==> config.mk <==
export PLATFORM = sky130hd
export DESIGN_NAME = mdu_hilo
export DESIGN_NICKNAME = d
export VERILOG_FILES = /design/src/rtl/mdu_pkg.sv /design/src/rtl/mdu_mult.sv /design/src/rtl/mdu_div.sv /design/src/rtl/mdu_hilo.sv
export SDC_FILE = /design/constraint.sdc
export NUM_CORES = 2
export LEC_CHECK = 0
export ABC_CLOCK_PERIOD_IN_PS = 28100
export BUFFER_PORTS_ARGS = -buffer_cell sky130_fd_sc_hd__buf_4
export CAP_MARGIN = 20
export CORE_MARGIN = 1
export CORE_UTILIZATION = 45
export DETAILED_ROUTE_END_ITERATION = 7
export GPL_TIMING_DRIVEN = 0
export HOLD_SLACK_MARGIN = 0.02
export PLACE_DENSITY_LB_ADDON = 0.1
export SLEW_MARGIN = 20
export SYNTH_ARGS = -nofsm -noshare
export SYNTH_HDL_FRONTEND = slang
export SYNTH_SLANG_ARGS = --single-unit
==> constraint.sdc <==
create_clock -name clk -period 28.1 [get_ports clk]
set_input_delay 8.43 -clock clk [delete_from_list [all_inputs] [get_ports clk]]
set_output_delay 8.43 -clock clk [all_outputs]
set_load 0.05 [all_outputs]
==> src/rtl/mdu_pkg.sv <==
// Shared operation encoding for the HI/LO multiply-divide unit.
// Bit 0 of every code selects unsigned operands; bits 2:1 pick the class.
package mdu_pkg;

    typedef enum logic [2:0] {
        OP_MUL   = 3'b000,
        OP_MULU  = 3'b001,
        OP_MADD  = 3'b010,
        OP_MADDU = 3'b011,
        OP_MSUB  = 3'b100,
        OP_MSUBU = 3'b101,
        OP_DIV   = 3'b110,
        OP_DIVU  = 3'b111
    } mdu_op_e;

endpackage

==> src/rtl/mdu_mult.sv <==
// Pipelined full-width multiplier.
// Forms the 2W-bit product of two W-bit operands, signed or unsigned,
// and delivers it LAT edges after in_valid. Assumes at most one operation
// in flight (the controller holds off new work while busy).
module mdu_mult #(
    parameter int W   = 32,
    parameter int LAT = 2
) (
    input  logic           clk,
    input  logic           rst_n,
    input  logic           in_valid,
    input  logic           is_signed,
    input  logic [W-1:0]   a,
    input  logic [W-1:0]   b,
    output logic           out_valid,
    output logic [2*W-1:0] prod
);

    localparam int PW = 2 * W;

    logic signed [PW-1:0] ax;
    logic signed [PW-1:0] bx;
    logic        [PW-1:0] full;
    logic [LAT-1:0]         pipe_v;
    logic [LAT-1:0][PW-1:0] pipe_p;

    // Extend operands to product width according to signedness.
    always_comb begin
        ax   = {{W{is_signed & a[W-1]}}, a};
        bx   = {{W{is_signed & b[W-1]}}, b};
        full = ax * bx;
    end

    // Carry the product and its valid flag down the pipeline.
    always_ff @(posedge clk) begin
        if (!rst_n) begin
            pipe_v <= '0;
            pipe_p <= '0;
        end else begin
            pipe_v[0] <= in_valid;
            pipe_p[0] <= full;
            for (int s = 1; s < LAT; s++) begin
                pipe_v[s] <= pipe_v[s-1];
                pipe_p[s] <= pipe_p[s-1];
            end
        end
    end

    assign out_valid = pipe_v[LAT-1];
    assign prod      = pipe_p[LAT-1];

    // only one multiply may be in the pipeline at any time.
    a_r7_mul_single: assert property (@(posedge clk) disable iff (!rst_n)
        $onehot0(pipe_v));

endmodule

==> src/rtl/mdu_div.sv <==
// Iterative restoring divider.
// Divides magnitudes over W iterations after a load edge, then fixes signs:
// the quotient is negated when the operand signs differ, and the remainder
// follows the dividend. out_valid pulses the cycle after the last iteration.
// A zero divisor yields don't-care results; the controller discards them.
module mdu_div #(
    parameter int W = 32
) (
    input  logic         clk,
    input  logic         rst_n,
    input  logic         load,
    input  logic         is_signed,
    input  logic [W-1:0] dividend,
    input  logic [W-1:0] divisor,
    output logic         out_valid,
    output logic [W-1:0] quo,
    output logic [W-1:0] rem
);

    localparam int CW = $clog2(W + 1);

    logic [W-1:0]  rem_r, quo_r, dvs_r;
    logic [CW-1:0] cnt;
    logic          run, neg_q, neg_r, vld;
    logic [W:0]    shifted, diff;
    logic          a_neg, b_neg;

    // One restoring step: shift in the next dividend bit and trial-subtract.
    always_comb begin
        shifted = {rem_r, quo_r[W-1]};
        diff    = shifted - {1'b0, dvs_r};
        a_neg   = is_signed & dividend[W-1];
        b_neg   = is_signed & divisor[W-1];
    end

    // Load magnitudes, then iterate W times and flag completion.
    always_ff @(posedge clk) begin
        if (!rst_n) begin
            rem_r <= '0;
            quo_r <= '0;
            dvs_r <= '0;
            cnt   <= '0;
            run   <= 1'b0;
            neg_q <= 1'b0;
            neg_r <= 1'b0;
            vld   <= 1'b0;
        end else begin
            vld <= 1'b0;
            if (load) begin
                rem_r <= '0;
                quo_r <= a_neg ? -dividend : dividend;
                dvs_r <= b_neg ? -divisor : divisor;
                neg_q <= a_neg ^ b_neg;
                neg_r <= a_neg;
                cnt   <= CW'(W);
                run   <= 1'b1;
            end else if (run) begin
                if (!diff[W]) begin
                    rem_r <= diff[W-1:0];
                    quo_r <= {quo_r[W-2:0], 1'b1};
                end else begin
                    rem_r <= shifted[W-1:0];
                    quo_r <= {quo_r[W-2:0], 1'b0};
                end
                cnt <= cnt - CW'(1);
                if (cnt == CW'(1)) begin
                    run <= 1'b0;
                    vld <= 1'b1;
                end
            end
        end
    end

    assign out_valid = vld;
    assign quo       = neg_q ? -quo_r : quo_r;
    assign rem       = neg_r ? -rem_r : rem_r;

    // the iteration counter never runs out while the divider is active.
    a_r7_div_count: assert property (@(posedge clk) disable iff (!rst_n)
        run |-> (cnt != '0));
    // completion only follows the final iteration, never a live run.
    a_r7_div_valid_idle: assert property (@(posedge clk) disable iff (!rst_n)
        vld |-> !run);

endmodule

==> src/rtl/mdu_hilo.sv <==
// HI/LO multiply-divide unit, top level.
// Accepts one operation per start pulse while idle, routes it to the
// multiplier or divider, and commits the result into the HI:LO pair with
// a one-cycle done pulse. Direct HI/LO writes are honoured only while idle.
// Assumes the requester does not read hi_rd/lo_rd while busy is high.
module mdu_hilo
    import mdu_pkg::*;
#(
    parameter int W       = 32,
    parameter int MUL_LAT = 2
) (
    input  logic         clk,
    input  logic         rst_n,
    input  logic         start,
    input  logic [2:0]   op_code,
    input  logic [W-1:0] opnd_a,
    input  logic [W-1:0] opnd_b,
    output logic         busy,
    output logic         done,
    output logic [W-1:0] hi_rd,
    output logic [W-1:0] lo_rd,
    input  logic         hi_we,
    input  logic [W-1:0] hi_wdata,
    input  logic         lo_we,
    input  logic [W-1:0] lo_wdata
);

    localparam int PW = 2 * W;

    logic          busy_q, done_q, bzero_q;
    mdu_op_e       op_q;
    logic [W-1:0]  hi_q, lo_q;
    logic          accept, req_div, finish;
    logic          mul_vld, div_vld;
    logic [PW-1:0] mul_prod, acc, acc_next;
    logic [W-1:0]  div_quo, div_rem;
    logic          q_is_div;

    // Decode the incoming request and the completion event.
    always_comb begin
        accept   = start & ~busy_q;
        req_div  = op_code[2] & op_code[1];
        q_is_div = (op_q == OP_DIV) || (op_q == OP_DIVU);
        finish   = mul_vld | div_vld;
        acc      = {hi_q, lo_q};
    end

    // Select the new HI:LO value for the multiply family.
    always_comb begin
        unique case (op_q)
            OP_MADD, OP_MADDU: acc_next = acc + mul_prod;
            OP_MSUB, OP_MSUBU: acc_next = acc - mul_prod;
            default:           acc_next = mul_prod;
        endcase
    end

    mdu_mult #(.W(W), .LAT(MUL_LAT)) u_mult (
        .clk       (clk),
        .rst_n     (rst_n),
        .in_valid  (accept & ~req_div),
        .is_signed (~op_code[0]),
        .a         (opnd_a),
        .b         (opnd_b),
        .out_valid (mul_vld),
        .prod      (mul_prod)
    );

    mdu_div #(.W(W)) u_div (
        .clk       (clk),
        .rst_n     (rst_n),
        .load      (accept & req_div),
        .is_signed (~op_code[0]),
        .dividend  (opnd_a),
        .divisor   (opnd_b),
        .out_valid (div_vld),
        .quo       (div_quo),
        .rem       (div_rem)
    );

    // Track the handshake state and the latched operation.
    always_ff @(posedge clk) begin
        if (!rst_n) begin
            busy_q  <= 1'b0;
            done_q  <= 1'b0;
            op_q    <= OP_MUL;
            bzero_q <= 1'b0;
        end else begin
            done_q <= finish;
            if (accept) begin
                busy_q  <= 1'b1;
                op_q    <= mdu_op_e'(op_code);
                bzero_q <= (opnd_b == '0);
            end else if (finish) begin
                busy_q <= 1'b0;
            end
        end
    end

    // Commit results, or apply direct writes while idle.
    always_ff @(posedge clk) begin
        if (!rst_n) begin
            hi_q <= '0;
            lo_q <= '0;
        end else if (finish) begin
            if (q_is_div) begin
                if (!bzero_q) begin
                    hi_q <= div_rem;
                    lo_q <= div_quo;
                end
            end else begin
                {hi_q, lo_q} <= acc_next;
            end
        end else if (!busy_q) begin
            if (hi_we) hi_q <= hi_wdata;
            if (lo_we) lo_q <= lo_wdata;
        end
    end

    assign busy  = busy_q;
    assign done  = done_q;
    assign hi_rd = hi_q;
    assign lo_rd = lo_q;

    // a zero-divisor completion leaves HI and LO as they were.
    a_r6_divzero_hold: assert property (@(posedge clk) disable iff (!rst_n)
        (finish && q_is_div && bzero_q) |=> ($stable(hi_q) && $stable(lo_q)));
    // nothing alters HI/LO mid-operation.
    a_r9_busy_no_write: assert property (@(posedge clk) disable iff (!rst_n)
        (busy_q && !finish) |=> ($stable(hi_q) && $stable(lo_q)));
    // done is a one-cycle pulse seen only while idle.
    a_r7_done_idle: assert property (@(posedge clk) disable iff (!rst_n)
        done_q |-> !busy_q);
    a_r7_done_pulse: assert property (@(posedge clk) disable iff (!rst_n)
        done_q |=> !done_q);
    // an accepted start always leads to busy.
    a_r8_accept_busy: assert property (@(posedge clk) disable iff (!rst_n)
        accept |=> busy_q);
    // the two engines never complete together.
    a_r7_one_engine: assert property (@(posedge clk) disable iff (!rst_n)
        !(mul_vld && div_vld));

endmodule

Yosys cells after proc, flatten, opt, wreduce, memory -nomap -nowiden
Index checks and enable logic that the tools add are counted.
{ "totals": {"regBits": 306, "in_bits": 136, "output_inout_bits": 66, "wordCells": 88} }
{ "op_classes": {"add_sub_neg": 8, "mul": 1, "n_eq_ne": 9, "muxes": 27, "bitwise": 13, "n_reduce_logical": 12} }
{ "ops": {"columns": ["op", "count"], "rows": [
  ["$mux 32", 17],
  ["$neg 32->32", 4],
  ["$pmux 64 s2", 1],
  ["$add 64x64->64", 1],
  ["$mul 33x33->64", 1],
  ["$sub 64x64->64", 1],
  ["$sub 33x32->33", 1],
  ["$logic_not 32->1", 1],
  ["$eq 3x3->1 const B", 4],
  ["$mux 6", 2],
  ["$reduce_bool 2->1", 4],
  ["$mux 1", 7],
  ["$and 1x1->1", 6],
  ["$eq 3x2->1 const B", 2],
  ["$eq 6x1->1 const B", 1],
  ["$reduce_and 3->1", 2],
  ["$reduce_or 2->1", 3],
  ["$sub 6x1->6 const B", 1],
  ["$not 1->1", 5],
  ["$ne 3x3->1 const B", 1],
  ["$reduce_or 3->1", 1],
  ["$ne 2x1->1 const B", 1],
  ["$logic_or 1x1->1", 1],
  ["$or 1x1->1", 1],
  ["$xor 1x1->1", 1]
]} }

Depth between registers and ports, before layout
{ "depth": {"depth_word": 5, "mapped_depth": 33} }

Modules after synthesis
From an unflattened synthesis, not the netlist that was laid out.
{ "hier_totals": {"hier_cells": 7027, "hier_area_um2": 59952.5} }
{ "modules_own_cells": {"columns": ["module", "instances", "cells_each", "area_each_um2", "seq_area_each_um2"], "rows": [
  ["mdu_mult", 1, 4503, 41781.3, 2602.5],
  ["mdu_hilo", 1, 1388, 9479.1, 1381.3],
  ["mdu_div", 1, 1136, 8692.1, 2122.0]
]} }

Worst setup path before layout
OpenSTA, ideal clock, no wires.
{ "synth_path": {"path_kind": "in2reg", "start": "input opnd_a[31]", "end": "register u_mult.pipe_p[61] (netlist bit)", "arrival_ns": 16.413, "required_ns": 28.030, "path_slack_ns": 11.616, "path_stages": 26, "n_path_buf": 3, "path_cell_list": "clkbuf_1 > nor2b_1 > clkbuf_1 > clkbuf_1 > nand2_1 > inv_1 > fa_1 > fa_1 > fa_1 > inv_1 > fa_1 > inv_1 > fa_1 > fa_1 > inv_1 > fa_1 > fa_1 > inv_1 > ha_1 > nand4_1 > nor4b_1 > a311oi_1 > nor4b_1 > o21bai_1 > a21o_1 > a21oi_1"} }
{ "synth_between": {"elab_chain_len": 2} }
{ "synth_rtl": {"columns": ["item", "line", "text"], "rows": [
  ["from (decl)", "mdu_hilo.sv:16", "input logic [W-1:0] opnd_a,"],
  ["$and 1x1->1", "mdu_mult.sv:29", "ax = {{W{is_signed & a[W-1]}}, a};"],
  ["$mul 33x33->64 (*)", "mdu_mult.sv:31", "full = ax * bx;"],
  ["to (signal, indexed assignment)", "mdu_mult.sv:44", "pipe_p[s] <= pipe_p[s-1];"],
  ["to (decl)", "mdu_mult.sv:25", "logic [LAT-1:0][PW-1:0] pipe_p;"]
]} }
Every way passes the cells marked *; elsewhere a longest branch is shown, timed or not.
A chain may end at the register's enable or synchronous reset.

Worst setup path after layout
Same ends and word-level chain as after synthesis.

==> qor.yml <==
cp-end-kind: "flip-flop"
synth_top_area_share_pct: 38.1
wl_um: 250000
synth_top_family_by_area: "adder cells"
clock_sinks: 305
track_usage_pct: 37.9
dieArea_mm2: 0.133
hold_buffers: 0
grt_pass1_vias: 51788
finClkSkew_ns: 0.0470
gr-total-overflow: 0
arrival_ns: 20.11
drive_gt1_share_pct: 3.86
initial_core_util_pct: 45.6
worstSkewPairLatency_ns: 0.65
yosys.area_share.simple_pct: 17.1
ctsResizeCount: 0
rows: 132
cts_buffers: 30
synth_xor_area_share_pct: 4.55
min_period_over_period_pct: 69.6
r2r-start: "u_mult.prod[22]"
dp.cells: 8870
drv_cap: 0
cp_slowest_stage_delay_ns: 1.01
ys_seq_area_share_pct: 10.3
ys_types: 86
yosysTopAreaCell: "fa_1"
dp_hpwl_um: 211000
grt_antenna_before_repair: 27
die_w_um: 365
vias: 51139
die_y_um: 365
io_pins: 202
cts_tree: "built"
setup_violations: 0
seqCellArea_mm2: 0.00611
synth-async-reset-ratio_pct: 0
fillers: 12873
syn_nets: 8550
outcome: "completed"
syn-instance-count: 6971
hold_path_depth: 1
io_buffers: 153
avgRoutedWirePerCell_um: 28.0
cts.clk_slew.worst_paths_ns: 0.07
slew_headroom_pct: 12.9
synth_flop_cell: "dfxtp_1"
grt_max_degree: 19
synth_area_per_cell_um2: 8.50
final_cell_count_no_fill: 8935
core_mm2: 0.130
synthTopCellsByArea: "fa_1 (38%), dfxtp_1 (10%), inv_1 (7.6%)"
synth_compound_area_share_pct: 11.7
tightest_slew_ns: 1.31
num-nets-final: 8739
area_growth_pct: 7.69
htreeDepth: 1
rr_endpoint: "hi_rd[27]"
ys_ff_latch: 305
grt_first_pass_wirelength_um: 361000
clockBufferDepth: 3
synthAdderAreaFrac_pct: 44.8
start_kind: "primary input"
holdCritStartpoint: "u_mult.pipe_p[12]"
max_freq_mhz: 51.1
tns_ns: 0
synth_mux_area_share_pct: 1.17
rsz0062_at_grt: "no"
clock-root-buffer: "clkbuf_16"
yosysWarnings: 0
holdPathEnd: "u_mult.prod[12]"
synth_edf_count: 0
antenna_left: 0
path_class: "in -> reg"
cp_common_cell: "fa_1"
hold_viol: 0
critical_path.max_fanout: 11
post-route-min-period_ns: 19.55
firstDrtPassIters: 6
required_ns: 28.66
slew_violations: 0
fin_util_pct: 49.1
via_per_inst: 5.72
drc: 0
post_cts_buffers: 0
drt_iter0_drc: 4718
hold_path.class: "reg -> reg"
multiInputGateArea_mm2: 0.0470
place.gp.congestion: 1.03
reg2reg_setup_slack_ns: 21.38
mappedNetlistArea_mm2: 0.0592
critical-path-slowest-cell: "fa_1"
r2r_cells: 20
==> cell usage after synthesis, types with 6 or more instances <==
master / n
a211o_1: 13
a211oi_1: 87
a21boi_0: 12
a21o_1: 99
a21oi_1: 337
a221oi_1: 10
a22oi_1: 9
a311oi_1: 14
a31oi_1: 31
and2_1: 451
and3_1: 45
buf_1: 47
clkbuf_1: 383
dfxtp_1: 305
fa_1: 1127
ha_1: 316
inv_1: 1194
mux2i_1: 67
nand2_1: 914
nand2b_1: 31
nand3_1: 74
nand3b_1: 8
nand4_1: 37
nor2_1: 329
nor2b_1: 28
nor3_1: 76
nor3b_1: 10
nor4_1: 29
nor4b_1: 7
o211ai_1: 61
o21a_1: 23
o21ai_0: 221
o21bai_1: 36
o221ai_1: 11
o31a_1: 6
o31ai_1: 46
o41ai_1: 16
or2_2: 7
or3_1: 38
or4_1: 18
xnor2_1: 198
xor2_1: 108
==> cell type report <==
class / count / area share (%)
clock buffer: 40 / 1.31
tap: 1742 / 3.42
clock inverter: 15 / 0.396
buffer: 435 / 2.63
multi-input combinational: 5035 / 73.7
antenna: 10 / 0.0392
sequential: 305 / 9.57
inverter: 1196 / 7.04
timing repair buffer: 157 / 1.91
==> worst max-delay path, delay by kind of cell <==
kind                     cells  cell delay, ns
adder cells (fa/ha/maj)      9            4.93
AO/OA/AOI/OAI                4            0.77
AND/OR/NAND/NOR              5            2.24
buffers and inverters       11            3.67
==> per-layer routing <==
layer	vias up	global-route usage [%]	part of all wire, %
li1	22254	-	-
met1	25851	50.3	41
met2	2562	60.0	45
met3	462	6.63	9.2
met4	10	17.8	5.5
met5	-	0	0.022
==> cell families after synthesis <==
kind of cell	after synthesis
buf+inv	1631
xor+xnor	307
mux	69
fa+ha+maj	1443
compound gates	1091
flops	305
simple gates	2125
==> sequential cells by signal (all words and copies together), names as in the netlist, 6 cells and up <==
signal / flops
u_mult.pipe_p: 64
u_div.quo_r: 32
hi_rd: 32
u_div.cnt: 6
u_mult.prod: 64
u_div.rem_r: 32
lo_rd: 32
u_div.dvs_r: 32
==> worst max-delay path by stage <==
stage                    start                end  slack, ns  cells after the start
finish              opnd_a[31]  u_mult.pipe_p[61]       8.55                     29
global route        opnd_a[31]  u_mult.pipe_p[61]       8.06                     29
detailed placement  opnd_a[31]  u_mult.pipe_p[61]       8.06                     29
CTS                 opnd_a[31]  u_mult.pipe_p[61]       8.76                     29
global placement    opnd_a[31]  u_mult.pipe_p[61]       8.04                     29
floorplan           opnd_a[31]  u_mult.pipe_p[61]      11.62                     26
==> through the flow <==
stage	area (um^2)	setup WS, ns	hold WS [ns]
after floorplan	59200	11.62	0.412
after global placement	62600	8.04	0.413
after detailed placement	62700	8.06	0.418
after CTS	63800	8.76	0.428
after global routing	63800	8.06	0.433
final	63800	8.55	0.424
==> layout by cell type (no fill, tap or decap), types with 74 or more instances in the layout <==
master       n
a211oi_1    87
a21o_1      99
a21oi_1    337
and2_1     451
buf_4      153
clkbuf_1   356
dfxtp_1    305
fa_1      1126
ha_1       316
inv_1     1194
nand2_1    914
nand3_1     74
nor2_1     329
nor3_1      76
o21ai_0    221
xnor2_1    198
xor2_1     108
Power is left out: the tool's default activity adds up to more than one toggle a clock period on the data nets, which glitch-free logic cannot reach.
